$ cat config.mk
export PLATFORM = sky130hd
export DESIGN_NAME = pci_err_reporter
export DESIGN_NICKNAME = d
export VERILOG_FILES = /design/src/rtl/pci_err_pkg.sv /design/src/rtl/pci_par_pipe.sv /design/src/rtl/pci_serr_classify.sv /design/src/rtl/pci_err_csr.sv /design/src/rtl/pci_err_reporter.sv
export SDC_FILE = /design/constraint.sdc
export NUM_CORES = 1
export LEC_CHECK = 0
export BUFFER_PORTS_ARGS = -buffer_cell sky130_fd_sc_hd__buf_2
export CORE_MARGIN = 4
export CORE_UTILIZATION = 35
export CTS_BUF_LIST = sky130_fd_sc_hd__clkbuf_8
export CTS_CLUSTER_SIZE = 12
export DETAILED_ROUTE_END_ITERATION = 8
export MAX_ROUTING_LAYER = met4
export PLACE_DENSITY = 0.82
export SLEW_MARGIN = 10
export SYNTH_ARGS = -nofsm -noshare
export SYNTH_HDL_FRONTEND = slang
export SYNTH_SLANG_ARGS = --single-unit
$ cat constraint.sdc
create_clock -name clk -period 1.52 [get_ports clk]
set_input_delay 0.304 -clock clk [delete_from_list [all_inputs] [get_ports clk]]
set_output_delay 0.304 -clock clk [all_outputs]
set_load 0.02 [all_outputs]
$ cat src/rtl/pci_err_pkg.sv
package pci_err_pkg;

  localparam int unsigned CMD_W = 4;

  typedef enum logic [CMD_W-1:0] {
    CMD_INTACK  = 4'h0,
    CMD_SPECIAL = 4'h1,
    CMD_IO_RD   = 4'h2,
    CMD_IO_WR   = 4'h3,
    CMD_MEM_RD  = 4'h6,
    CMD_MEM_WR  = 4'h7,
    CMD_CFG_RD  = 4'hA,
    CMD_CFG_WR  = 4'hB
  } pci_cmd_e;

  typedef struct packed {
    logic addr_perr;
    logic spec_perr;
    logic tgt_abort;
    logic mst_abort;
  } serr_cause_t;

  function automatic logic ma_exempt(input logic [CMD_W-1:0] cmd);
    return (cmd == CMD_CFG_RD) || (cmd == CMD_CFG_WR) || (cmd == CMD_SPECIAL);
  endfunction

endpackage

$ cat src/rtl/pci_par_pipe.sv
module pci_par_pipe
  import pci_err_pkg::*;
#(
  parameter int unsigned AD_W  = 32,
  parameter int unsigned CBE_W = 4
) (
  input  logic             clk,
  input  logic             rst_n,
  input  logic [AD_W-1:0]  ad_i,
  input  logic [CBE_W-1:0] cbe_i,
  input  logic             par_i,
  input  logic             addr_ph_i,
  input  logic             data_ph_i,
  input  logic             drive_i,
  input  logic [CMD_W-1:0] cmd_i,
  output logic             par_o,
  output logic             par_oe_o,
  output logic             addr_perr_o,
  output logic             spec_perr_o
);

  localparam int unsigned LANE_W = AD_W / CBE_W;

  logic [CBE_W-1:0] lane_par;
  logic             par_next;
  logic             phase;

  // One partial parity per byte lane: data bits plus its byte enable.
  for (genvar g = 0; g < CBE_W; g++) begin : g_lane
    assign lane_par[g] = (^ad_i[g*LANE_W +: LANE_W]) ^ cbe_i[g];
  end

  assign par_next = ^lane_par;
  assign phase    = addr_ph_i | data_ph_i;

  logic             ph_v_q;
  logic             ph_addr_q;
  logic             drv_q;
  logic             par_q;
  logic [CMD_W-1:0] cmd_q;

  always_ff @(posedge clk or negedge rst_n) begin
    if (!rst_n) begin
      ph_v_q    <= 1'b0;
      ph_addr_q <= 1'b0;
      drv_q     <= 1'b0;
      par_q     <= 1'b0;
      cmd_q     <= '0;
    end else begin
      ph_v_q <= phase;
      if (phase) begin
        ph_addr_q <= addr_ph_i;
        drv_q     <= drive_i;
        par_q     <= par_next;
        cmd_q     <= cmd_i;
      end
    end
  end

  logic rx_err;

  assign par_o       = par_q;
  assign par_oe_o    = ph_v_q & drv_q;
  assign rx_err      = ph_v_q & ~drv_q & (par_i != par_q);
  assign addr_perr_o = rx_err & ph_addr_q;
  assign spec_perr_o = rx_err & ~ph_addr_q & (cmd_q == CMD_SPECIAL);

  AST_PAR_EVEN: assert property (@(posedge clk) disable iff (!rst_n)
    par_oe_o |-> ($countones({$past(ad_i), $past(cbe_i), par_o}) % 2 == 0));

  AST_OE_AFTER_DRIVE: assert property (@(posedge clk) disable iff (!rst_n)
    (phase && drive_i) |=> par_oe_o);

  AST_NO_OE_AFTER_RX: assert property (@(posedge clk) disable iff (!rst_n)
    (!phase || !drive_i) |=> !par_oe_o);

endmodule

$ cat src/rtl/pci_serr_classify.sv
module pci_serr_classify
  import pci_err_pkg::*;
(
  input  logic             clk,
  input  logic             rst_n,
  input  logic             addr_perr_i,
  input  logic             spec_perr_i,
  input  logic             tgt_abort_i,
  input  logic             mst_abort_i,
  input  logic [CMD_W-1:0] cmd_i,
  input  logic             serr_en_i,
  output logic             fire_o,
  output logic             serr_o,
  output logic             no_retry_o
);

  serr_cause_t cause;

  always_comb begin
    cause.addr_perr = addr_perr_i;
    cause.spec_perr = spec_perr_i;
    cause.tgt_abort = tgt_abort_i;
    cause.mst_abort = mst_abort_i & ~ma_exempt(cmd_i);
  end

  // Any number of causes collapse into one request.
  assign fire_o = serr_en_i & (|cause);

  always_ff @(posedge clk or negedge rst_n) begin
    if (!rst_n) begin
      serr_o     <= 1'b0;
      no_retry_o <= 1'b0;
    end else begin
      serr_o     <= fire_o;
      no_retry_o <= fire_o & cause.addr_perr;
    end
  end

  AST_MA_EXEMPT: assert property (@(posedge clk) disable iff (!rst_n)
    (mst_abort_i && ma_exempt(cmd_i) && !addr_perr_i && !spec_perr_i && !tgt_abort_i)
      |=> !serr_o);

  AST_TA_RAISES: assert property (@(posedge clk) disable iff (!rst_n)
    (tgt_abort_i && serr_en_i) |=> serr_o);

  AST_GATED_BY_EN: assert property (@(posedge clk) disable iff (!rst_n)
    !serr_en_i |=> !serr_o);

  AST_NR_WITH_SERR: assert property (@(posedge clk) disable iff (!rst_n)
    no_retry_o |-> serr_o);

  AST_APE_RAISES: assert property (@(posedge clk) disable iff (!rst_n)
    (addr_perr_i && serr_en_i) |=> (serr_o && no_retry_o));

endmodule

$ cat src/rtl/pci_err_csr.sv
module pci_err_csr #(
  parameter int unsigned REG_W   = 16,
  parameter int unsigned EN_BIT  = 8,
  parameter int unsigned STS_BIT = 14
) (
  input  logic             clk,
  input  logic             rst_n,
  input  logic             cmd_we_i,
  input  logic [REG_W-1:0] cmd_wdata_i,
  input  logic             sts_we_i,
  input  logic [REG_W-1:0] sts_wdata_i,
  input  logic             set_sts_i,
  output logic             serr_en_o,
  output logic             sig_serr_o
);

  logic sts_clr;
  logic unused_bits;

  assign sts_clr     = sts_we_i & sts_wdata_i[STS_BIT];
  assign unused_bits = ^{cmd_wdata_i, sts_wdata_i};

  always_ff @(posedge clk or negedge rst_n) begin
    if (!rst_n) begin
      serr_en_o <= 1'b0;
    end else if (cmd_we_i) begin
      serr_en_o <= cmd_wdata_i[EN_BIT];
    end
  end

  // A new error wins over a clear arriving in the same cycle.
  always_ff @(posedge clk or negedge rst_n) begin
    if (!rst_n) begin
      sig_serr_o <= 1'b0;
    end else if (set_sts_i) begin
      sig_serr_o <= 1'b1;
    end else if (sts_clr) begin
      sig_serr_o <= 1'b0;
    end
  end

  AST_STS_SET: assert property (@(posedge clk) disable iff (!rst_n)
    set_sts_i |=> sig_serr_o);

  AST_STS_STICKY: assert property (@(posedge clk) disable iff (!rst_n)
    (sig_serr_o && !sts_clr) |=> sig_serr_o);

  AST_STS_CLEAR: assert property (@(posedge clk) disable iff (!rst_n)
    (sts_clr && !set_sts_i) |=> !sig_serr_o);

endmodule

$ cat src/rtl/pci_err_reporter.sv
module pci_err_reporter
  import pci_err_pkg::*;
#(
  parameter int unsigned AD_W    = 32,
  parameter int unsigned CBE_W   = 4,
  parameter int unsigned REG_W   = 16,
  parameter int unsigned EN_BIT  = 8,
  parameter int unsigned STS_BIT = 14
) (
  input  logic             clk,
  input  logic             rst_n,
  input  logic [AD_W-1:0]  ad_i,
  input  logic [CBE_W-1:0] cbe_i,
  input  logic             par_i,
  input  logic             addr_ph_i,
  input  logic             data_ph_i,
  input  logic             drive_i,
  input  logic [3:0]       cmd_i,
  input  logic             tgt_abort_i,
  input  logic             mst_abort_i,
  input  logic             cmd_we_i,
  input  logic [REG_W-1:0] cmd_wdata_i,
  input  logic             sts_we_i,
  input  logic [REG_W-1:0] sts_wdata_i,
  output logic             par_o,
  output logic             par_oe_o,
  output logic             serr_o,
  output logic             no_retry_o,
  output logic             serr_en_o,
  output logic             sig_serr_o
);

  logic addr_perr;
  logic spec_perr;
  logic fire;

  pci_par_pipe #(
    .AD_W  (AD_W),
    .CBE_W (CBE_W)
  ) u_par (
    .clk         (clk),
    .rst_n       (rst_n),
    .ad_i        (ad_i),
    .cbe_i       (cbe_i),
    .par_i       (par_i),
    .addr_ph_i   (addr_ph_i),
    .data_ph_i   (data_ph_i),
    .drive_i     (drive_i),
    .cmd_i       (cmd_i),
    .par_o       (par_o),
    .par_oe_o    (par_oe_o),
    .addr_perr_o (addr_perr),
    .spec_perr_o (spec_perr)
  );

  pci_serr_classify u_cls (
    .clk         (clk),
    .rst_n       (rst_n),
    .addr_perr_i (addr_perr),
    .spec_perr_i (spec_perr),
    .tgt_abort_i (tgt_abort_i),
    .mst_abort_i (mst_abort_i),
    .cmd_i       (cmd_i),
    .serr_en_i   (serr_en_o),
    .fire_o      (fire),
    .serr_o      (serr_o),
    .no_retry_o  (no_retry_o)
  );

  pci_err_csr #(
    .REG_W   (REG_W),
    .EN_BIT  (EN_BIT),
    .STS_BIT (STS_BIT)
  ) u_csr (
    .clk         (clk),
    .rst_n       (rst_n),
    .cmd_we_i    (cmd_we_i),
    .cmd_wdata_i (cmd_wdata_i),
    .sts_we_i    (sts_we_i),
    .sts_wdata_i (sts_wdata_i),
    .set_sts_i   (fire),
    .serr_en_o   (serr_en_o),
    .sig_serr_o  (sig_serr_o)
  );

  AST_SERR_MARKS_STS: assert property (@(posedge clk) disable iff (!rst_n)
    serr_o |-> sig_serr_o);

  AST_SERR_NEEDS_EN: assert property (@(posedge clk) disable iff (!rst_n)
    serr_o |-> $past(serr_en_o));

endmodule

== Word level (Yosys, flattened, before mapping) ==
Index checks and enable logic that the tools add are counted.
W data, S select, Z words.

* Input bits: 82
* Output and inout bits: 6
* Bits in registers: 12

* Equality and inequality tests: 5
* Reduce and logical (&&, ||, !) cells: 9
* Mux-type cells: 2
* Bitwise logic cells: 18

{| class="wikitable"
|+ Operator list
! kind !! number
|-
| $reduce_xor A8 Y1 || 4
|-
| $and A1 B1 Y1 || 10
|-
| $eq A4 B1 Y1 const B || 2
|-
| $eq A4 B4 Y1 const B || 2
|-
| $reduce_or A4 Y1 || 1
|-
| $reduce_xor A4 Y1 || 1
|-
| $xor A1 B1 Y1 || 4
|-
| $not A1 Y1 || 3
|-
| $logic_or A1 B1 Y1 || 2
|-
| $mux W1 || 2
|-
| $reduce_bool A2 Y1 || 1
|-
| $ne A1 B1 Y1 || 1
|-
| $or A1 B1 Y1 || 1
|}

== Depth between registers and ports, before layout ==
Gate-level depths: netlist of run 1.

* Word-level depth: 8
* Depth in mapped cells: 6
* Gate-level depth less buffers: 6

== Modules after synthesis ==
Synthesis of run 1 repeated with hierarchy kept, for this count alone.

* Cells, all modules: 73
* Area total of the unflattened synthesis: 819.5 um^2

{| class="wikitable"
|+ By module, submodules not included
! module !! sequential area each (um^2) !! area an instance (um^2) !! cells each !! instances
|-
| pci_par_pipe || 200.2 || 644.4 || 59 || 1
|-
| pci_serr_classify || 50.0 || 98.8 || 9 || 1
|-
| pci_err_csr || 50.0 || 76.3 || 5 || 1
|}

== Worst setup path before layout of run 1 ==
No wires, ideal clock.

* Kind: input -> register
* Start point: in ad_i[29]
* End point: reg u_par.par_q, in the netlist u_par.par_o
* Path slack: 0.028 ns
* Path buffers: 0
* Data arrival time: 1.368 ns
* Stages: 6
* Path through: xnor2_1 xnor2_1 xnor2_1 xnor3_1 xnor2_1 a21oi_1

* Cells in the longest elaborated chain, start to end: 3

{| class="wikitable"
|+ Ends and longest elaborated chain
! element !! line !! RTL
|-
| start: declaration || pci_err_reporter.sv:12 || <nowiki>input logic [AD_W-1:0] ad_i,</nowiki>
|-
| $reduce_xor A8 Y1 || pci_par_pipe.sv:30 || <nowiki>assign lane_par[g] = (^ad_i[g*LANE_W +: LANE_W]) ^ cbe_i[g];</nowiki>
|-
| $xor A1 B1 Y1 || pci_par_pipe.sv:30 ||
|-
| $reduce_xor A4 Y1 || pci_par_pipe.sv:33 || <nowiki>assign par_next = ^lane_par;</nowiki>
|-
| end signal: assignment || pci_par_pipe.sv:54 || <nowiki>par_q <= par_next;</nowiki>
|-
| end: declaration || pci_par_pipe.sv:39 || <nowiki>logic par_q;</nowiki>
|}

Every way passes these cells.
A chain may end at the register's enable or synchronous reset.

== Worst setup path in the final report of run 1 ==
* Start point: in cbe_i[0]
* End point: reg u_par.par_q, in the netlist u_par.par_o

* Cells in the longest elaborated chain, start to end: 2

{| class="wikitable"
|+ Ends and longest elaborated chain
! element !! line !! RTL
|-
| start: declaration || pci_err_reporter.sv:13 || <nowiki>input logic [CBE_W-1:0] cbe_i,</nowiki>
|-
| $xor A1 B1 Y1 || pci_par_pipe.sv:30 ||
|-
| $reduce_xor A4 Y1 || pci_par_pipe.sv:33 ||
|}

Every way passes these cells.

==> reports/qor.csv, run 1 <==
stage,metric,value,unit
worst_setup_path,endpoint class of the critical path,flop,
worst_setup_path,Critical Path RT,1.64,ns
power_and_ir_drop,maximum vdd drop,0.492,mV
status,status,finished clean,
final_layout,"commonest non-fill, non-tap cell in the layout",buf_2,
final_layout,area grow syn2layout,51.4,%
final_layout,layout cells sized above 1,52.6,%
sta,worst slew pin tran,0.289,ns
die,Die Wd,55.6,µm
die,Rows,16,
clock_tree,postcts setup bufs,0,
clock_tree,clk_lat worst skew,0.23,ns
placement,# port buffers,57,
worst_setup_path,reg2reg start,u_par.cmd_q[1]$_DFFE_PN0P_,
global_route,global router's overall resource usage,12.1,%
clock_tree,Num CTS Buffers,3,
run,Max-Cap Viols,0,
route,Vias/cell,4.46,
logic_synthesis,post-synthesis sequential area ratio,37.9,%
hold_path,Hold Crit Class,primary input to flop,
placement,DP HPWL,1.52,mm
worst_setup_path,"Arr. time, crit path",1.57,ns
power_and_ir_drop,Leak Pwr,0.583,nW
final_layout,most frequent cells in the layout,"buf_2, xnor2_1, dfrtp_1",
sta,FMAX,689,MHz
final_layout,fin nets,219,
sta,final hold vios,0,
final_layout,fillers,195,
worst_setup_path,Worst setup SP type,primary input,
logic_synthesis,synth unique cells,16,
sta,fin crit period,1.45,ns
sta,skew final,0.00303,ns
power_and_ir_drop,"Power, Total",1.18,mW
global_route,GR Overflow Total,0,
worst_setup_path,R2R cell count,6,
route,First DRT Iteration DRCs,5,
logic_synthesis,Yosys reg bits,12,
worst_setup_path,CP Max Fanout,1,
die,initial core utilization,38.5,%
logic_synthesis,Post-Synthesis Cells,73,
sta,Setup-failing EPs final,0,
clock_tree,H-tree depth,1,
die,I/O pin cnt,88,
worst_setup_path,CP Class,primary input to flop,
logic_synthesis,Avg Synthesized Cell Area,10.9,µm²
clock_tree,clk buf depth,2,
global_route,number of global-route vias before repair,692,
power_and_ir_drop,P per Cell Area,980,nW/µm²
route,drt drc,0,
sta,final worst setup slack,0.0694,ns
logic_synthesis,synthesized net count,155,
route,Detailed Routing Iterations Pass 1,2,
global_route,initial antenna violation count,0,
global_route,first-pass GRT wire length,2.86,mm
global_route,largest net degree at the start of global routing,13,
worst_setup_path,R2R Path End,u_csr.sig_serr_o$_DFFE_PN0P_,
placement,gpl congestion,0.677,
logic_synthesis,YS warnings,0,
route,DRT antenna net count,0,
clock_tree,CTS tree,yes,
route,vias,722,
sta,slew margin rel.,80.4,%
clock_tree,"CTS clk-pin slew, worst paths",0.05,ns
clock_tree,clock sink count,12,
route,Routed WL,1.82,mm
placement,pre-CTS setup slack,-0.186,ns
logic_synthesis,Post-Syn Area,793,µm²
worst_setup_path,CP endpoint,u_par.par_o$_DFFE_PN0P_,
die,core area,2060,µm²
sta,final worst path period share,95.4,%
clock_tree,clk root buf,clkbuf_8,
worst_setup_path,R2R Setup Slk,0.21,ns
sta,TNS Setup,0,ns
die,Die ar.,3090,µm²
worst_setup_path,start point of the critical path,cbe_i[0],
final_layout,ant diodes,0,
sta,max-slew violations,0,
die,Die Ht,55.6,µm
route,wire per inst,11.2,µm
==> state kept, by name, summed over array words and instances (netlist names) <==
register,cells
u_par.cmd_q,4
u_csr.sig_serr_o,1
u_par.par_o,1
u_cls.serr_o,1
u_csr.serr_en_o,1
u_par.ph_v_q,1
u_par.ph_addr_q,1
u_cls.no_retry_o,1
u_par.drv_q,1
==> through the flow <==
| stage | std cells | instance area, µm² | hold WS [ns] | utilization (%) |
|---|---|---|---|---|
| after global routing | 162 | 1200 | 0.278 | 58.3 |
| after detailed placement | 158 | 1120 | 0.193 | 54.3 |
| after floorplan | 73 | 793 | 0.00841 | - |
| after CTS | 162 | 1170 | 0.273 | 56.8 |
| after global placement | 158 | 1120 | 0.185 | 54.3 |
| final | 162 | 1200 | 0.275 | 58.3 |
==> layout make-up <==
type	instances	area (µm²)	area share, %
Multi-Input combinational cell	59	515	42.9
Sequential cell	12	300	25.0
Tap cell	27	33.8	2.81
Inverter	2	7.51	0.625
Timing Repair Buffer	59	303	25.2
Clock buffer	3	41.3	3.44
==> synth_stat cells <==
cell type	instances	area share (%)
a21boi_0	1	0.95
a21o_1	2	1.9
a21oi_1	2	1.3
and2_1	1	0.79
dfrtp_1	12	38
inv_1	2	0.95
mux2_2	6	8.5
nand2_1	2	0.95
nand3b_1	1	0.95
nor2_1	6	2.8
nor3b_1	1	0.95
nor4b_1	1	1.1
o21ai_0	1	0.63
xnor2_1	30	33
xnor3_1	1	2.8
xor2_1	4	4.4
==> critical path, cell delays in order <==
cell,delay (ns)
buf_2,0.12
xnor2_2,0.14
xnor2_1,0.20
xnor2_1,0.15
xnor3_1,0.42
xnor2_1,0.15
a21oi_1,0.08
==> per-layer routing <==
metal / GRT usage [%] / wire length (µm) / part of all wire [%] / vias up
li1: - / - / - / 361
met1: 12.6 / 639 / 35 / 325
met2: 20.1 / 991 / 54 / 34
met3: 6.26 / 180 / 9.9 / 2
met4: 3.13 / 10 / 0.55 / 0
met5: - / 0 / 0 / -
==> timing repair <==
action                                  in CTS  in global routing
endpoints found under the setup margin       0                  1
hold endpoints to repair                    12                  0
hold buffers                                 1                  0
resized for setup                            0                  4
==> worst min-delay path by stage <==
stage	start	to	slack, ns	depth (start not counted)
finish	addr_ph_i	u_par.ph_addr_q$_DFFE_PN0P_	0.27	2
global route	addr_ph_i	u_par.ph_addr_q$_DFFE_PN0P_	0.28	2
CTS	addr_ph_i	u_par.ph_addr_q$_DFFE_PN0P_	0.27	2
detailed placement	rst_n	u_par.ph_v_q$_DFF_PN0_	0.19	1
global placement	rst_n	u_par.drv_q$_DFFE_PN0P_	0.19	1
floorplan	rst_n	u_cls.no_retry_o$_DFF_PN0_	0.008	0
==> kinds of logic (layout without fill, tap and decap cells) <==
group	Yosys count	in the layout	synth area share, %
xor+xnor	35	35	40.4
mux	6	6	8.52
buf+inv	2	64	0.947
flops	12	12	37.9
simple gates	12	12	7.57
compound gates	6	6	4.73
==> where the power goes <==
group	switching, mW	internal, mW	leakage (nW)
logic	0.216	0.299	0.422
clock network	0.0985	0.173	0.0216
registers	0.0261	0.364	0.139
total	0.341	0.836	0.583
Note: power is estimated with default switching activity, not from simulation.
==> run 2, diff against run 1 <==
--- a/config.mk
+++ b/config.mk
@@ -12,8 +12,9 @@
 export CTS_CLUSTER_SIZE = 12
 export DETAILED_ROUTE_END_ITERATION = 8
 export MAX_ROUTING_LAYER = met4
-export PLACE_DENSITY = 0.82
+export PLACE_DENSITY = 0.81
 export SLEW_MARGIN = 10
 export SYNTH_ARGS = -nofsm -noshare
 export SYNTH_HDL_FRONTEND = slang
+export SYNTH_HIERARCHICAL = 1
 export SYNTH_SLANG_ARGS = --single-unit
==> run 2 against run 1 <==
Cell count is 0.62% lower. Worst setup slack worse by 0.037 ns. Count of clock-buffer cells in the layout stayed put. Critical path type is now flop to flop. Critical endpoint is now u_csr/sig_serr_o$_DFFE_PN0P_. Highest routed layer is now met3.
==> reports/qor.csv, run 2 <==
stage,metric,value,unit,change
final_layout,fin nets,217,,was 219
logic_synthesis,"area leader, netlist",dfrtp_1,,unchanged
worst_setup_path,endpoint class of the critical path,flop,,unchanged
logic_synthesis,YS warnings,6,,was 0
clock_tree,Num CTS Buffers,3,,unchanged
logic_synthesis,cell with the most instances after synthesis,xnor2_1,,unchanged
die,Die ar.,3180,µm²,was 3090 µm²
route,First DRT Iteration DRCs,9,,was 5
final_layout,Util after Layout,55.3,%,was 58.3%
final_layout,most frequent cells in the layout,"buf_2, xnor2_1, dfrtp_1",,unchanged
worst_setup_path,reg2reg start,u_par/par_o$_DFFE_PN0P_,,was u_par.cmd_q[1]$_DFFE_PN0P_
die,Die Wd,56.4,µm,was 55.6 µm
final_layout,final instance area,1220,µm²,was 1200 µm²
clock_tree,clk root buf,clkbuf_8,,unchanged
route,wire per inst,12.1,µm,was 11.2 µm
sta,fin crit period,1.49,ns,was 1.45 ns
sta,slew margin rel.,77.9,%,was 80.4%
worst_setup_path,"Arr. time, crit path",1.62,ns,was 1.57 ns
run,Max-Cap Viols,0,,unchanged
worst_setup_path,CP Max Fanout,3,,was 1
route,Vias/cell,4.47,,was 4.46
logic_synthesis,synthesized net count,155,,unchanged
logic_synthesis,area share of the largest cell type after synthesis,36.6,%,was 37.9%
final_layout,layout cells sized above 1,55.6,%,was 52.6%
placement,gpl congestion,0.706,,was 0.677
die,initial core utilization,37.0,%,was 38.5%
logic_synthesis,largest cells by area after synthesis,"dfrtp_1, xnor2_1, mux2_2",,unchanged
worst_setup_path,start point of the critical path,u_par/par_o$_DFFE_PN0P_,,was cbe_i[0]
final_layout,area grow syn2layout,49.3,%,was 51.4%
hold_path,Hold Crit Class,primary input to flop,,unchanged
sta,skew final,0.00416,ns,was 0.00303 ns
sta,final hold vios,0,,unchanged
logic_synthesis,compound-gate portion of the synthesized area,5.65,%,was 4.73%
clock_tree,H-tree depth,1,,unchanged
final_layout,ant diodes,0,,unchanged
route,Detailed Routing Iterations Pass 1,3,,was 2
worst_setup_path,R2R Path End,u_csr/sig_serr_o$_DFFE_PN0P_,,was u_csr.sig_serr_o$_DFFE_PN0P_
clock_tree,CTS tree,yes,,unchanged
logic_synthesis,Post-Synth Adder-Cell Area,0,%,unchanged
worst_setup_path,CP Class,flop to flop,,was primary input to flop
hold_path,Hold Crit Depth,2,,unchanged
placement,# port buffers,57,,unchanged
logic_synthesis,predominant post-synthesis flop cell,dfrtp_1,,unchanged
route,drt drc,0,,unchanged
status,status,finished clean,,unchanged
placement,dpl cells,157,,was 158
global_route,global router's overall resource usage,12.5,%,was 12.1%
logic_synthesis,Synth Area in Simple Gates,9.01,%,was 7.57%
hold_path,Worst Hold Path EP,u_par/ph_addr_q$_DFFE_PN0P_,,was u_par.ph_addr_q$_DFFE_PN0P_
die,Die Ht,56.4,µm,was 55.6 µm
sta,final worst path period share,97.9,%,was 95.4%
power_and_ir_drop,maximum vdd drop,0.485,mV,was 0.492 mV
route,vias,719,,was 722
die,I/O pin cnt,88,,unchanged
hold_path,Hold Path Origin,addr_ph_i,,unchanged
logic_synthesis,Post-Syn Area,820,µm²,was 793 µm²
logic_synthesis,main combinational cell family by area after synthesis,XOR/XNOR gates,,unchanged
clock_tree,clk buf depth,2,,unchanged
sta,max-slew violations,0,,unchanged
final_layout,"non-filler cells, final",161,,was 162
logic_synthesis,Post-Synthesis Cells,73,,unchanged
sta,Setup-failing EPs final,0,,unchanged
power_and_ir_drop,P per Cell Area,978,nW/µm²,was 980 nW/µm²
logic_synthesis,Post-synth top cells,"xnor2_1, dfrtp_1, mux2_2",,"was xnor2_1, dfrtp_1, mux2_2, nor2_1, xor2_1"
power_and_ir_drop,"Power, Total",1.20,mW,was 1.18 mW
global_route,initial antenna violation count,0,,unchanged
global_route,largest net degree at the start of global routing,13,,unchanged
logic_synthesis,xor and xnor area share after synthesis,39.1,%,was 40.4%
route,Routed WL,1.95,mm,was 1.82 mm
worst_setup_path,Critical Path RT,1.65,ns,was 1.64 ns
die,core area,2210,µm²,was 2060 µm²
worst_setup_path,R2R Setup Slk,0.03,ns,was 0.21 ns
clock_tree,clock sink count,12,,unchanged
worst_setup_path,R2R cell count,5,,was 6
logic_synthesis,"EDFF count, synth",0,,unchanged
global_route,GR Overflow Total,0,,unchanged
die,Rows,17,,was 16
clock_tree,clk_lat worst skew,0.23,ns,about the same
final_layout,"commonest non-fill, non-tap cell in the layout",buf_2,,unchanged
route,DRT antenna net count,0,,unchanged
logic_synthesis,Yosys reg bits,12,,unchanged
worst_setup_path,Worst setup SP type,flop,,was primary input
placement,placed cell area,1140,µm²,was 1120 µm²
sta,hold slack,0.259,ns,was 0.275 ns
final_layout,Top reg by flops,u_par/cmd_q,,was u_par.cmd_q
logic_synthesis,synth unique cells,21,,was 16
sta,FMAX,672,MHz,was 689 MHz
logic_synthesis,post-synthesis sequential area ratio,36.6,%,was 37.9%
placement,DP HPWL,1.67,mm,was 1.52 mm
final_layout,max reg flops,4,,unchanged
sta,worst slew pin tran,0.328,ns,was 0.289 ns
global_route,number of global-route vias before repair,778,,was 692
logic_synthesis,"Async S/R FF share, synth",100,%,unchanged
logic_synthesis,mux contribution to synthesized area,8.70,%,was 8.52%
global_route,first-pass GRT wire length,3.10,mm,was 2.86 mm
clock_tree,"CTS clk-pin slew, worst paths",0.05,ns,about the same
logic_synthesis,Avg Synthesized Cell Area,11.2,µm²,was 10.9 µm²
power_and_ir_drop,Leak Pwr,0.571,nW,was 0.583 nW
## run 2: cell type report
class                           instances  area, µm²
Inverter                                1       3.75
Fill cell                             210        988
Clock buffer                            3       41.3
Tap cell                               28       35.0
Sequential cell                        12        300
Timing Repair Buffer                   58        295
Multi-Input combinational cell         59        548
## run 2: per-stage QoR
stage | TNS [ns] | setup slack [ns]
2_1_floorplan | 0 | 0.0151
3_3_place_gp | -0.171 | -0.171
3_5_place_dp | -0.182 | -0.182
4_1_cts | 0 | 0.0180
5_1_grt | -0.0450 | -0.0450
6_report | 0 | 0.0323
## run 2: worst max-delay path: stages (launching register included)
cell and delay, ns:
dfrtp_1 0.39, xor2_1 0.18, and4b_2 0.29, o41ai_2 0.29
a21oi_2 0.08, a21o_1 0.16
## run 2: report_power, final
group          switching, mW  internal (mW)  total, mW
Combinational          0.226          0.301      0.527
Clock                  0.103          0.173      0.276
Sequential            0.0281          0.364      0.392
Total                  0.357          0.839       1.20
## run 2: worst max-delay path by stage
stage                                   endpoint  cells after the start  slack [ns]
finish              u_csr/sig_serr_o$_DFFE_PN0P_                      5        0.03
global route        u_csr/sig_serr_o$_DFFE_PN0P_                      6       -0.04
CTS                 u_csr/sig_serr_o$_DFFE_PN0P_                      6        0.02
detailed placement       u_par/par_o$_DFFE_PN0P_                      7       -0.18
global placement         u_par/par_o$_DFFE_PN0P_                      7       -0.17
floorplan                u_par/par_o$_DFFE_PN0P_                      6        0.02
## run 2: layer usage
metal	wire [µm]	share of wire, %	up-vias	GRT usage [%]
met5	0	0	-	-
met4	0	0	0	4.07
met3	102	5.2	0	1.61
met2	1170	60	22	24.4
met1	670	34	335	12.5
li1	-	-	362	-
## run 2: logic make-up after synthesis
group | Yosys count
AND/OR/NAND/NOR | 12
XOR/XNOR | 35
buffers and inverters | 2
flip-flops | 12
AO/OA/AOI/OAI | 6
multiplexers | 6
## run 2: timing repair
action / CTS / global route
hold endpoints to repair: 12 / 0
buffers inserted: 0 / 0
hold buffers: 1 / 0
gates resized for setup: 0 / 7
setup endpoints to repair: 0 / 3
==> run 3, diff against run 2 <==
--- a/config.mk
+++ b/config.mk
@@ -5,14 +5,15 @@
 export SDC_FILE = /design/constraint.sdc
 export NUM_CORES = 1
 export LEC_CHECK = 0
-export BUFFER_PORTS_ARGS = -buffer_cell sky130_fd_sc_hd__buf_2
+export ABC_AREA = 1
+export BUFFER_PORTS_ARGS = -buffer_cell sky130_fd_sc_hd__clkbuf_2
 export CORE_MARGIN = 4
-export CORE_UTILIZATION = 35
+export CORE_UTILIZATION = 33
 export CTS_BUF_LIST = sky130_fd_sc_hd__clkbuf_8
 export CTS_CLUSTER_SIZE = 12
 export DETAILED_ROUTE_END_ITERATION = 8
 export MAX_ROUTING_LAYER = met4
-export PLACE_DENSITY = 0.81
+export PLACE_DENSITY = 0.69
 export SLEW_MARGIN = 10
 export SYNTH_ARGS = -nofsm -noshare
 export SYNTH_HDL_FRONTEND = slang
==> run 3 against run 2 <==
Cell count rose by 81%. Final area rose by 25%. Critical path depth rose by 1. First-iteration DRC count rose to 6.6 times the previous value. Non-clock buffer count rose by 1. Area after synthesis rose by 35%. Total power fell by 1.1%. Clock power rose by 23%. Clock skew fell by 0.00067 ns. Largest power group unchanged.
==> reports/qor.csv, run 3 <==
stage,metric,value,unit,change
status,status,finished clean,,unchanged
global_route,met1 Track Usage GR,13.1,%,was 12.5%
sta,Setup-failing EPs final,0,,unchanged
global_route,GR peak layer,met2,,unchanged
worst_setup_path,crit path buf inv count,1,,was 0
global_route,M2 GR Usage,17.0,%,was 24.4%
final_layout,area grow syn2layout,37.9,%,was 49.3%
placement,gpl congestion,0.730,,was 0.706
worst_setup_path,Worst setup SP type,flop,,unchanged
sta,final hold vios,0,,unchanged
route,First DRT Iteration DRCs,59,,was 9
sta,final worst path period share,92.2,%,was 97.9%
clock_tree,Num CTS Buffers,3,,unchanged
clock_tree,postcts setup bufs,0,,unchanged
final_layout,ant diodes,0,,unchanged
route,drt drc,0,,unchanged
logic_synthesis,Yosys reg bits,12,,unchanged
power_and_ir_drop,"Power, Total",1.18,mW,was 1.20 mW
final_layout,Top reg by flops,u_par/cmd_q,,unchanged
logic_synthesis,largest cells by area after synthesis,"nand2_1, dfrtp_1, inv_1",,"was dfrtp_1, xnor2_1, mux2_2"
hold_path,Hold Crit Class,primary input to flop,,unchanged
final_layout,"commonest non-fill, non-tap cell in the layout",nand2_1,,was buf_2
sta,slew margin rel.,80.3,%,was 77.9%
sta,final worst setup slack,0.119,ns,was 0.0323 ns
global_route,GR Overflow Total,0,,unchanged
power_and_ir_drop,P per Cell Area,776,nW/µm²,was 978 nW/µm²
worst_setup_path,"CP delay by family, top",simple AND/OR/NAND/NOR gates,,was compound AO/OA/AOI/OAI gates
logic_synthesis,YS warnings,6,,unchanged
logic_synthesis,"EDFF count, synth",0,,unchanged
clock_tree,clock sink count,12,,unchanged
worst_setup_path,R2R Setup Slk,0.12,ns,was 0.03 ns
die,Die ar.,4340,µm²,was 3180 µm²
clock_tree,CTS tree,yes,,unchanged
worst_setup_path,CP Max Fanout,2,,was 3
sta,worst slew pin tran,0.295,ns,was 0.328 ns
die,Die Ht,65.9,µm,was 56.4 µm
power_and_ir_drop,Leak Pwr,0.982,nW,was 0.571 nW
logic_synthesis,"Async S/R FF share, synth",100,%,unchanged
clock_tree,clk root buf,clkbuf_8,,unchanged
final_layout,layout cells sized above 1,30.4,%,was 55.6%
hold_path,Hold Path Origin,cmd_we_i,,was addr_ph_i
route,wire per inst,7.10,µm,was 12.1 µm
final_layout,max reg flops,4,,unchanged
final_layout,fin nets,330,,was 217
hold_path,Worst Hold Path EP,u_csr/serr_en_o$_DFFE_PN0P_,,was u_par/ph_addr_q$_DFFE_PN0P_
sta,FMAX,714,MHz,was 672 MHz
logic_synthesis,"area leader, netlist",nand2_1,,was dfrtp_1
worst_setup_path,R2R Path End,u_csr/sig_serr_o$_DFFE_PN0P_,,unchanged
global_route,global router's overall resource usage,10.4,%,was 12.5%
logic_synthesis,Post-Syn Area,1110,µm²,was 820 µm²
sta,skew final,0.00349,ns,was 0.00416 ns
logic_synthesis,area share of the largest cell type after synthesis,29.5,%,was 36.6%
route,DRT antenna net count,0,,unchanged
sta,fin crit period,1.40,ns,was 1.49 ns
die,Rows,20,,was 17
die,I/O pin cnt,88,,unchanged
route,Routed WL,2.07,mm,was 1.95 mm
global_route,number of global-route vias before repair,976,,was 778
global_route,first-pass GRT wire length,3.65,mm,was 3.10 mm
die,core area,3130,µm²,was 2210 µm²
placement,DP HPWL,1.85,mm,was 1.67 mm
placement,pre-CTS setup slack,0.0466,ns,was -0.182 ns
route,Detailed Routing Iterations Pass 1,6,,was 3
logic_synthesis,Post-synth top cells,"nand2_1, inv_1, nand3_1",,"was xnor2_1, dfrtp_1, mux2_2"
logic_synthesis,cell with the most instances after synthesis,nand2_1,,was xnor2_1
logic_synthesis,synthesized net count,266,,was 155
global_route,grt met3 use,1.02,%,was 1.61%
logic_synthesis,post-synthesis sequential area ratio,27.1,%,was 36.6%
global_route,largest net degree at the start of global routing,13,,unchanged
clock_tree,H-tree depth,1,,unchanged
worst_setup_path,"slowest stage cell, crit path",or3b_2,,was dfrtp_1
clock_tree,clk_lat worst skew,0.24,ns,was 0.23 ns
worst_setup_path,Critical Path Max Stage Delay,0.48,ns,was 0.39 ns
worst_setup_path,start point of the critical path,u_par/cmd_q[3]$_DFFE_PN0P_,,was u_par/par_o$_DFFE_PN0P_
logic_synthesis,synth unique cells,19,,was 21
final_layout,most frequent cells in the layout,"nand2_1, clkbuf_2, inv_1",,"was buf_2, xnor2_1, dfrtp_1"
clock_tree,clk buf depth,2,,unchanged
worst_setup_path,CP cell instances,or3b_2 -> nor4_2 -> nor3_1 -> a21oi_2 -> inv_1 -> nand2_1,,was xor2_1 -> and4b_2 -> o41ai_2 -> a21oi_2 -> a21o_1
worst_setup_path,R2R cell count,6,,was 5
worst_setup_path,"Arr. time, crit path",1.58,ns,was 1.62 ns
die,initial core utilization,35.4,%,was 37.0%
worst_setup_path,reg2reg start,u_par/cmd_q[3]$_DFFE_PN0P_,,was u_par/par_o$_DFFE_PN0P_
die,Die Wd,65.9,µm,was 56.4 µm
sta,RSZ-0062 raised after global routing,true,,
global_route,initial antenna violation count,0,,unchanged
logic_synthesis,Post-Synthesis Cells,184,,was 73
route,Vias/cell,4.11,,was 4.47
placement,# port buffers,57,,unchanged
route,vias,1195,,was 719
logic_synthesis,predominant post-synthesis flop cell,dfrtp_1,,unchanged
clock_tree,"CTS clk-pin slew, worst paths",0.05,ns,about the same
power_and_ir_drop,maximum vdd drop,0.298,mV,was 0.485 mV
hold_path,Hold Crit Depth,2,,unchanged
worst_setup_path,endpoint class of the critical path,flop,,unchanged
sta,max-slew violations,0,,unchanged
logic_synthesis,Avg Synthesized Cell Area,6.01,µm²,was 11.2 µm²
worst_setup_path,CP Class,flop to flop,,unchanged
worst_setup_path,Critical Path RT,1.70,ns,was 1.65 ns
run,Max-Cap Viols,0,,unchanged
run 3: cell count changes in the layout (fill, tap and decap cells not counted), sizes merged, moves of 4 or more:
cell    before  now
mux2         6    0
nand3        0   16
buf         57    1
inv          1   31
xnor2       30    7
clkbuf       3   61
xor2         4   11
nand2        2   93
nor2         2    6
run 3: per-stage QoR:
| stage | utilization [%] | cells | TNS, ns | cell area [µm²] | hold WS (ns) |
|---|---|---|---|---|---|
| 2_1_floorplan | - | 184 | 0 | 1110 | 0.00841 |
| 3_5_place_dp | 46.5 | 286 | 0 | 1450 | 0.200 |
| 6_report | 48.8 | 291 | 0 | 1530 | 0.250 |
| 5_1_grt | 48.8 | 291 | -0.0185 | 1530 | 0.247 |
| 4_1_cts | 48.6 | 291 | 0 | 1520 | 0.251 |
| 3_3_place_gp | 46.5 | 286 | 0 | 1450 | 0.200 |
run 3: kinds of logic after synthesis:
| kind of cell | count (synthesis) | share of synthesized area [%] |
|---|---|---|
| flip-flops | 12 | 27.1 |
| AO/OA/AOI/OAI | 4 | 2.38 |
| XOR/XNOR | 18 | 14.9 |
| buffers and inverters | 31 | 10.5 |
| AND/OR/NAND/NOR | 119 | 45.0 |
run 3: worst reg2reg max path, cell delays in order, from the launching register on:
cell	delay [ns]
dfrtp_1	0.36
or3b_2	0.48
nor4_2	0.15
nor3_1	0.10
a21oi_2	0.14
inv_1	0.05
nand2_1	0.05
run 3: what timing repair did:
action | 4_1_cts | 5_1_grt
hold endpoints to repair | 12 | 0
setup endpoints to repair | 0 | 1
hold buffers | 1 | 0
resized for setup | 0 | 1
run 3: worst max-delay path by stage:
stage	endpoint	slack [ns]	depth (start not counted)
detailed placement	u_csr/sig_serr_o$_DFFE_PN0P_	0.05	6
CTS	u_csr/sig_serr_o$_DFFE_PN0P_	0.03	6
floorplan	u_csr/sig_serr_o$_DFFE_PN0P_	0.17	6
finish	u_csr/sig_serr_o$_DFFE_PN0P_	0.12	6
global placement	u_csr/sig_serr_o$_DFFE_PN0P_	0.07	6
global route	u_csr/sig_serr_o$_DFFE_PN0P_	-0.02	6
run 3: routing by layer:
layer,up-vias,part of all wire [%]
met2,38,49
met5,-,0
li1,674,-
met1,480,43
met4,0,1.1
met3,3,7.3
run 3: layout make-up:
class,instances,area (µm²)
sequential,12,300
timing repair buffer,59,303
multi-input combinational,141,696
fill,332,1600
clock buffer,4,55.1
tap,44,55.1
inverter,31,116
run 3: where the power goes:
part	internal [mW]	switching, mW	leakage (nW)	total [mW]
clock	0.228	0.110	0.0288	0.339
sequential	0.356	0.0239	0.141	0.380
combinational	0.199	0.266	0.812	0.465
total	0.783	0.400	0.982	1.18
